<file path="config.mk">
export PLATFORM = sky130hd
export DESIGN_NAME = sccr_access_top
export DESIGN_NICKNAME = d
export VERILOG_FILES = /design/src/rtl/sccr_pkg.sv /design/src/rtl/sccr_ptr_ctl.sv /design/src/rtl/sccr_reg_bank.sv /design/src/rtl/sccr_rd_mux.sv /design/src/rtl/sccr_access_top.sv
export SDC_FILE = /design/constraint.sdc
export NUM_CORES = 1
export LEC_CHECK = 0
export BUFFER_PORTS_ARGS = -buffer_cell sky130_fd_sc_hd__buf_2
export CAP_MARGIN = 10
export CORE_ASPECT_RATIO = 0.6
export CORE_MARGIN = 8
export CORE_UTILIZATION = 35
export DETAILED_ROUTE_END_ITERATION = 7
export PLACE_DENSITY_LB_ADDON = 0.3
export SLEW_MARGIN = 20
export SYNTH_ARGS = -nofsm -noshare
export SYNTH_HDL_FRONTEND = slang
export SYNTH_SLANG_ARGS = --single-unit
</file>
<file path="constraint.sdc">
create_clock -name clk -period 4.9 [get_ports clk]
set_input_delay 0.49 -clock clk [delete_from_list [all_inputs] [get_ports clk]]
set_output_delay 0.49 -clock clk [all_outputs]
set_load 0.05 [all_outputs]
</file>
<file path="src/rtl/sccr_pkg.sv">
package sccr_pkg;

    localparam int NCH   = 2;
    localparam int DW    = 8;
    localparam int NREG  = 16;
    localparam int PW    = $clog2(NREG);
    localparam int NCMD  = 8;
    localparam int NRST  = 4;
    localparam int HIGH_BANK = NREG / 2;
    localparam int ALT_EN_BIT = 0;

    typedef logic [DW-1:0]   byte_t;
    typedef logic [PW-1:0]   ptr_t;
    typedef logic [NCMD-1:0] cmd_vec_t;
    typedef logic [NRST-1:0] rst_vec_t;
    typedef logic [NCH-1:0][NREG-1:0][DW-1:0] regfile_t;
    typedef logic [NCH-1:0][DW-1:0] chan_bytes_t;

    typedef enum logic [2:0] {
        CMD_NONE    = 3'd0,
        CMD_UPPER   = 3'd1,
        CMD_CLR_EXT = 3'd2,
        CMD_ABORT   = 3'd3,
        CMD_ARM_RX  = 3'd4,
        CMD_CLR_TXI = 3'd5,
        CMD_CLR_ERR = 3'd6,
        CMD_CLR_IUS = 3'd7
    } cmd_e;

    typedef struct packed {
        logic [1:0] rst_code;
        cmd_e       cmd;
        logic [2:0] reg_lo;
    } ctl_word_t;

    localparam ptr_t IDX_PTR   = ptr_t'(0);
    localparam ptr_t IDX_ST1   = ptr_t'(1);
    localparam ptr_t IDX_VEC   = ptr_t'(2);
    localparam ptr_t IDX_PEND  = ptr_t'(3);
    localparam ptr_t IDX_SEL7  = ptr_t'(7);
    localparam ptr_t IDX_TXBUF = ptr_t'(8);
    localparam ptr_t IDX_MIC   = ptr_t'(9);
    localparam ptr_t IDX_ST10  = ptr_t'(10);
    localparam ptr_t IDX_TCLO  = ptr_t'(12);
    localparam ptr_t IDX_TCHI  = ptr_t'(13);
    localparam ptr_t IDX_ALTRD = ptr_t'(14);
    localparam ptr_t IDX_EXT   = ptr_t'(15);

    localparam byte_t EXT_READ_MASK = 8'hFA;

    function automatic ptr_t next_pointer(input ctl_word_t cw);
        ptr_t base;
        base = (cw.cmd == CMD_UPPER) ? ptr_t'(HIGH_BANK) : '0;
        return base + ptr_t'(cw.reg_lo);
    endfunction

endpackage

</file>
<file path="src/rtl/sccr_ptr_ctl.sv">
module sccr_ptr_ctl
    import sccr_pkg::*;
(
    input  logic     clk,
    input  logic     rst,
    input  logic     sel,
    input  logic     wr,
    input  byte_t    wdata,
    output ptr_t     ptr,
    output cmd_vec_t cmd_stb,
    output rst_vec_t crc_stb
);
    ctl_word_t cw;
    assign cw = ctl_word_t'(wdata);

    always_ff @(posedge clk) begin
        if (rst) begin
            ptr     <= '0;
            cmd_stb <= '0;
            crc_stb <= '0;
        end else begin
            cmd_stb <= '0;
            crc_stb <= '0;
            if (sel && wr && (ptr == IDX_PTR)) begin
                ptr <= next_pointer(cw);
                if (cw.cmd != CMD_NONE && cw.cmd != CMD_UPPER)
                    cmd_stb[cw.cmd] <= 1'b1;
                if (cw.rst_code != 2'b00)
                    crc_stb[cw.rst_code] <= 1'b1;
            end else if (sel && (ptr != IDX_PTR)) begin
                ptr <= '0;
            end
        end
    end
endmodule

</file>
<file path="src/rtl/sccr_reg_bank.sv">
module sccr_reg_bank
    import sccr_pkg::*;
(
    input  logic        clk,
    input  logic        rst,
    input  logic        we,
    input  logic        ch,
    input  ptr_t        idx,
    input  byte_t       wdata,
    output regfile_t    wreg,
    output chan_bytes_t alt7
);
    regfile_t priv;
    byte_t    sh_vec;
    byte_t    sh_mic;

    always_ff @(posedge clk) begin
        if (rst) begin
            priv   <= '0;
            sh_vec <= '0;
            sh_mic <= '0;
            alt7   <= '0;
        end else if (we) begin
            if (idx == IDX_VEC)
                sh_vec <= wdata;
            else if (idx == IDX_MIC)
                sh_mic <= wdata;
            else if (idx == IDX_SEL7 && priv[ch][IDX_EXT][ALT_EN_BIT])
                alt7[ch] <= wdata;
            else if (idx != IDX_PTR && idx != IDX_TXBUF)
                priv[ch][idx] <= wdata;
        end
    end

    always_comb begin
        for (int c = 0; c < NCH; c++) begin
            for (int r = 0; r < NREG; r++) begin
                if (ptr_t'(r) == IDX_VEC)
                    wreg[c][r] = sh_vec;
                else if (ptr_t'(r) == IDX_MIC)
                    wreg[c][r] = sh_mic;
                else if (ptr_t'(r) == IDX_PTR || ptr_t'(r) == IDX_TXBUF)
                    wreg[c][r] = '0;
                else
                    wreg[c][r] = priv[c][r];
            end
        end
    end
endmodule

</file>
<file path="src/rtl/sccr_rd_mux.sv">
module sccr_rd_mux
    import sccr_pkg::*;
(
    input  logic        ch,
    input  ptr_t        ptr,
    input  regfile_t    wreg,
    input  chan_bytes_t alt7,
    input  chan_bytes_t st_rr0,
    input  chan_bytes_t st_rr1,
    input  chan_bytes_t st_rr10,
    input  logic [2:0]  pend_a,
    input  logic [2:0]  pend_b,
    output byte_t       rd
);
    always_comb begin
        unique case (ptr)
            IDX_PTR:   rd = st_rr0[ch];
            IDX_ST1:   rd = st_rr1[ch];
            IDX_PEND:  rd = (ch == 1'b0) ? {2'b00, pend_a, pend_b} : '0;
            IDX_ST10:  rd = st_rr10[ch];
            IDX_VEC,
            IDX_TCLO,
            IDX_TCHI:  rd = wreg[ch][ptr];
            IDX_ALTRD: rd = alt7[ch];
            IDX_EXT:   rd = wreg[ch][ptr] & EXT_READ_MASK;
            default:   rd = '0;
        endcase
    end
endmodule

</file>
<file path="src/rtl/sccr_access_top.sv">
module sccr_access_top
    import sccr_pkg::*;
(
    input  logic                      clk,
    input  logic                      rst,
    input  logic                      bus_en,
    input  logic                      bus_wr,
    input  logic                      bus_ch,
    input  logic                      bus_dport,
    input  logic [7:0]                bus_wdata,
    output logic [7:0]                bus_rdata,
    input  logic [1:0][7:0]           st_rr0,
    input  logic [1:0][7:0]           st_rr1,
    input  logic [1:0][7:0]           st_rr10,
    input  logic [2:0]                pend_a,
    input  logic [2:0]                pend_b,
    input  logic [1:0][7:0]           rx_byte,
    output logic [1:0]                tx_push,
    output logic [7:0]                tx_byte,
    output logic [1:0][7:0]           cmd_stb,
    output logic [1:0][3:0]           crc_stb,
    output logic [1:0][15:0][7:0]     wreg_o,
    output logic [1:0][7:0]           wreg_alt7
);
    logic [NCH-1:0][PW-1:0] ptr_q;
    logic [NCH-1:0]         ctl_sel;
    logic                   bank_we;
    byte_t                  mux_rd;

    for (genvar c = 0; c < NCH; c++) begin : g_chan
        assign ctl_sel[c] = bus_en && !bus_dport && (bus_ch == c[0]);
        sccr_ptr_ctl u_ptr (
            .clk     (clk),
            .rst     (rst),
            .sel     (ctl_sel[c]),
            .wr      (bus_wr),
            .wdata   (bus_wdata),
            .ptr     (ptr_q[c]),
            .cmd_stb (cmd_stb[c]),
            .crc_stb (crc_stb[c])
        );
    end

    assign bank_we = bus_en && bus_wr && !bus_dport && (ptr_q[bus_ch] != IDX_PTR);

    sccr_reg_bank u_bank (
        .clk   (clk),
        .rst   (rst),
        .we    (bank_we),
        .ch    (bus_ch),
        .idx   (ptr_q[bus_ch]),
        .wdata (bus_wdata),
        .wreg  (wreg_o),
        .alt7  (wreg_alt7)
    );

    sccr_rd_mux u_mux (
        .ch      (bus_ch),
        .ptr     (ptr_q[bus_ch]),
        .wreg    (wreg_o),
        .alt7    (wreg_alt7),
        .st_rr0  (st_rr0),
        .st_rr1  (st_rr1),
        .st_rr10 (st_rr10),
        .pend_a  (pend_a),
        .pend_b  (pend_b),
        .rd      (mux_rd)
    );

    always_comb begin
        if (bus_en && !bus_wr)
            bus_rdata = bus_dport ? rx_byte[bus_ch] : mux_rd;
        else
            bus_rdata = '0;
    end

    always_ff @(posedge clk) begin
        if (rst) begin
            tx_push <= '0;
            tx_byte <= '0;
        end else begin
            tx_push <= '0;
            if (bus_en && bus_dport && bus_wr) begin
                tx_push[bus_ch] <= 1'b1;
                tx_byte         <= bus_wdata;
            end
        end
    end
endmodule

</file>
## Yosys cells after proc, flatten, opt, wreduce, memory -nomap -nowiden

Index checks and enable logic that the tools add are counted.

- Output and inout port bits: 314
- Bits in registers: 330
- Input bits: 84
- Word-level logic and storage cells: 158

- Magnitude comparators: 8
- Equality and inequality tests: 13
- Reductions and logical operators: 42
- Multiplexer cells: 43
- Add/subtract/negate cells: 1
- Bitwise logic cells: 7

Operators with widths:

| cell | count |
|---|---|
| $mux 128 | 3 |
| $bwmux 256 | 1 |
| $mux 121 | 2 |
| $demux 128 s1 | 1 |
| $mux 8 | 16 |
| $pmux 8 s7 | 1 |
| $bmux 8 s4 | 1 |
| $demux 8 s4 | 1 |
| $mux 4 | 8 |
| $eq 4x4->1 const B | 6 |
| $logic_and 1x1->1 | 22 |
| $bwmux 16 | 1 |
| $logic_not 4->1 | 3 |
| $reduce_bool 4->1 | 3 |
| $demux 8 s1 | 1 |
| $eq 4x2->1 const B | 2 |
| $not 1->1 | 7 |
| $mux 6 | 1 |
| $reduce_bool 2->1 | 3 |
| $reduce_or 2->1 | 3 |
| $lt 4x5->1 const B | 1 |
| $reduce_and 5->1 | 1 |
| $add 4x3->4 | 1 |
| $eq 4x1->1 const B | 1 |
| other kinds (21) | 24 |

## Depth between registers and ports, before layout

- Depth after elaboration: 9
- Mapped depth: 11
- Gate-level depth less buffers: 6

## Hierarchy

From an unflattened synthesis, not the netlist that was laid out.

- Cells, all modules: 1187
- Area total of the unflattened synthesis: 12441.9 um^2

Modules (own cells, without submodules):

| module | seq. area each (um^2) | area an instance (um^2) | cells an instance | instances |
|---|---|---|---|---|
| sccr_reg_bank | 4484.3 | 9165.0 | 834 | 1 |
| sccr_rd_mux | 0.0 | 1447.6 | 173 | 1 |
| sccr_access_top | 200.2 | 636.9 | 78 | 1 |
| sccr_ptr_ctl at g_chan[1].u_ptr | 320.3 | 633.1 | 53 | 1 |
| sccr_ptr_ctl at g_chan[0].u_ptr | 320.3 | 559.3 | 49 | 1 |

## Least setup slack after synthesis

No wires, ideal clock.

- Path type: input port to output port
- From: input bus_ch
- To: output bus_rdata[5]
- Buffers on the path: 2
- Setup slack: 1171 ps
- Stages: 8
- Data required time: 4410 ps
- Arrival time: 3239 ps
- Cell sequence: buf_6 > nor3b_1 > or2_2 > clkbuf_1 > a22oi_1 > o21ai_0 > a211oi_1 > a221oi_1

- Longest elaborated chain between the ends: 7
- Elaborated cells on any way between the ends: 30

Ends and longest elaborated chain:

| element | RTL line | RTL |
|---|---|---|
| start: declaration | sccr_access_top.sv:8 | `input logic bus_ch,` |
| $mux 128 (implied by the code) / $mux 4 (equally long branches) (2 in series) | sccr_rd_mux.sv:23, sccr_rd_mux.sv:25, sccr_access_top.sv:59 |  |
| $bmux 8 s4, or another cell as far along | sccr_rd_mux.sv:23, sccr_rd_mux.sv:25 |  |
| $mux 8 (implied by the code) / $reduce_or 3->1 (equally long branches) | sccr_rd_mux.sv:23, sccr_rd_mux.sv:25, sccr_rd_mux.sv:16 |  |
| $pmux 8 s7 | sccr_rd_mux.sv:16 | `unique case (ptr)` |
| $mux 8 (*) | sccr_access_top.sv:72 | `bus_rdata = bus_dport ? rx_byte[bus_ch] : mux_rd;` |
| $mux 8 (*) | sccr_access_top.sv:71 | `if (bus_en && !bus_wr)` |
| end: declaration | sccr_access_top.sv:11 | `output logic [7:0] bus_rdata,` |

Mark *: on every way between the ends. The rest lies on a longest branch, timed or not. The select of a mux whose other input is x is not followed.

## Final worst setup path

- From: register g_chan[1].u_ptr.ptr[0]
- To: output bus_rdata[5]

- Longest elaborated chain between the ends: 7
- Elaborated cells on any way between the ends: 17

Ends and longest elaborated chain:

| element | RTL line | RTL |
|---|---|---|
| start: declaration | sccr_ptr_ctl.sv:9 | `output ptr_t ptr,` |
| start signal: assignment | sccr_ptr_ctl.sv:25 | `ptr <= next_pointer(cw);` |
| $mux 4 (implied by the code) (*) (2 in series) | sccr_access_top.sv:59 | `.ptr (ptr_q[bus_ch]),` |
| $bmux 8 s4, or another cell as far along | sccr_rd_mux.sv:23, sccr_rd_mux.sv:25 |  |
| $mux 8 (implied by the code) / $reduce_or 3->1 (equally long branches) | sccr_rd_mux.sv:23, sccr_rd_mux.sv:25, sccr_rd_mux.sv:16 |  |
| $pmux 8 s7 (*) | sccr_rd_mux.sv:16 |  |
| $mux 8 (*) | sccr_access_top.sv:72 |  |
| $mux 8 (*) | sccr_access_top.sv:71 |  |

Marks and branches as above.

==> results.yml <==
run_status:
  status: "finished, final reports clean"
sta:
  finalCritPeriodShare_pct: 98.2
  hold_viol_final: 0
  finalSetupTns_ps: 0
  holdWs_ps: 456
  tightest_slew_ps: 1120
  finalCriticalPeriod_ps: 4810
  slew_headroom_pct: 24.6
  finalClockSkew_ps: 14.0
  setup_viol: 0
  slew_violations: 0
  rsz0062_at_grt: "false"
  max_freq_mhz: 208
pwr:
  p_leak_nw: 6.91
  power_density_nw_per_um2: 304
  peakVddDrop_mv: 0.212
  totalPowerFinal_mw: 4.57
synth:
  yosysWarnings: 0
  syn-instance-count: 1382
  ys.flop_type: "dfxtp_1"
  synthArstFlopShare_pct: 0
  yosysTopAreaCellShare_pct: 43.0
  syn_area_um2: 12300
  synth_cell_types: 69
  synth.most_common_cell: "dfxtp_1"
  ys_seq_elements: 264
  ys_top_cells_by_count: "dfxtp_1 (264), mux2i_1 (192), nor2_1 (192)"
  syn_avg_cell_area_um2: 8.89
  seq_area_frac_synth_pct: 43.0
  synth.largest_area_cell: "dfxtp_1"
  ys_top_cells_by_area: "dfxtp_1 (43%), mux2i_1 (16%), nor2_1 (5.9%), nand2_1 (5.2%), a21oi_1 (3.6%)"
  synth-edff-count: 0
final_layout:
  syn_to_final_growth_pct: 22.7
  fin_nets: 1757
  drive_above_1_share_pct: 27.7
  multi_input_area_um2: 6320
  design_area_um2: 15100
  nFillCells: 3533
  regArea_um2: 5290
  final_cells: 2159
cts:
  insertion_delay_ps: 550
  cts.sinks: 264
  postCtsSetupBuffers: 0
  cts_tree: "yes"
  numCtsBuffers: 27
  cts_max_path_buffers: 3
  clkTransAtPathRegs_ps: 70
  root_buffer: "clkbuf_16"
  cts_max_level: 1
grt:
  grt_pass1_vias: 11700
  grt_max_degree: 126
  gr-total-overflow: 0
  grt_usage_pct: 26.8
  grt_pass1_wl_um: 84400
  antenna_found_initial: 2
setup_path:
  start_kind: "flip-flop"
  arrival_ps: 4320
  worstPathMaxFanout: 11
  worstSetupEndpointType: "output port"
  worstSetupPathType: "flip-flop to output port"
  reg2regPathDepth: 7
  worstPathRequired_ps: 4410
route:
  drc: 0
  dr.pass1.iters: 5
  drtAntennaViolNets: 0
  vias_per_cell: 5.61
  totalWireLength_um: 58700
  post_drt_wl_per_cell_um: 27.2
  vias: 12100
  drt_iter0_markers: 1529
floorplan:
  core_um2: 34800
  die_h_um: 161
  io_pins: 398
  die_area_um2: 41600
  die_x_um: 258
  core.rowCount: 53
  start_util_pct: 35.3
placed_design:
  hpwl_um: 43900
  gp_congestion: 0.986
  io_buffers: 363
  place_area_um2: 14200
  dp.cells: 2111
hold_path:
  min_path_cells: 2
  hold_class: "flip-flop to flip-flop"
job:
  max_cap_viol_count: 0
-- flip-flops by register name, indices dropped and copies added, names as in the netlist --
register              flops
u_bank.sh_vec             8
u_bank.sh_mic             8
g_chan.u_ptr.cmd_stb     16
g_chan.u_ptr.ptr          8
tx_byte                   8
g_chan.u_ptr.crc_stb      6
tx_push                   2
u_bank.wreg             192
u_bank.alt7              16
-- report_power, final --
group	leakage (nW)	internal, mW	switching (mW)
Combinational	4.36	0.0796	0.288
Clock	0.420	1.17	0.879
Sequential	2.13	2.15	0.00720
-- metal layers --
metal  vias to the layer above  GRT usage (%)  routed length [µm]
met5                         -              0                  13
met4                         2           4.44                 965
met3                        73           8.94                6390
met2                       647           41.6               26100
met1                      5990           36.3               25200
li1                       5400              -                   -
-- kinds of logic after synthesis --
group / synth area share, %
flip-flops: 43.0
AND/OR/NAND/NOR: 18.7
AO/OA/AOI/OAI: 14.3
buffers and inverters: 6.97
multiplexers: 17.0
other: 0.0305
-- per-stage QoR --
stage          setup slack (ps)  utilization, %
3_3_place_gp                601            40.8
2_1_floorplan              1170               -
6_report                   89.0            43.3
3_5_place_dp                585            40.8
5_1_grt                    79.9            43.3
4_1_cts                     290            43.3
-- critical path, cell delays in order (launching register included) --
cell and delay [ps]:
dfxtp_1 610, and3b_1 440, or2_2 520, a221oi_1 460, a21oi_1 140, o41ai_1 1040
a221oi_1 260, buf_2 290
-- final timing paths --
kind	to	startpoint	slack (ps)
max	bus_rdata[5]	g_chan[1].u_ptr.ptr[0]$_SDFFE_PP0P_	90
min	tx_byte[5]$_SDFFE_PP0P_	tx_byte[5]$_SDFFE_PP0P_	460
max reg2reg	u_bank.alt7[14]$_SDFFE_PP0P_	g_chan[0].u_ptr.ptr[2]$_SDFFE_PP0P_	1230
min reg2reg	tx_byte[5]$_SDFFE_PP0P_	tx_byte[5]$_SDFFE_PP0P_	460
-- cell usage in the layout (no fill, tap or decap), drive strengths merged, types with 11 or more instances in the layout --
cell and n:
nand3 37, clkbuf 43, dfxtp 264, and3 11, conb 38, nand2 170
a31oi 15, buf 387, a221oi 17, mux2i 192, a22oi 51, a21oi 89
mux2 11, nor3 23, nor2 192, a22o 19, o21ai 14
-- cell type report --
type	instances	share of cell area, %
diodes	1	0.0166
clock buffers	43	5.35
clock inverters	4	0.299
inverters	3	0.0747
multi-input cells	990	42.0
flip-flops and latches	264	35.1
well taps	467	3.88
repair buffers	387	13.4
-- repair_timing --
action,4_1_cts,5_1_grt
endpoints found under the setup margin,0,1
resized for setup,0,1
hold buffers,0,0
No activity file was read; power rests on OpenSTA's default activity.
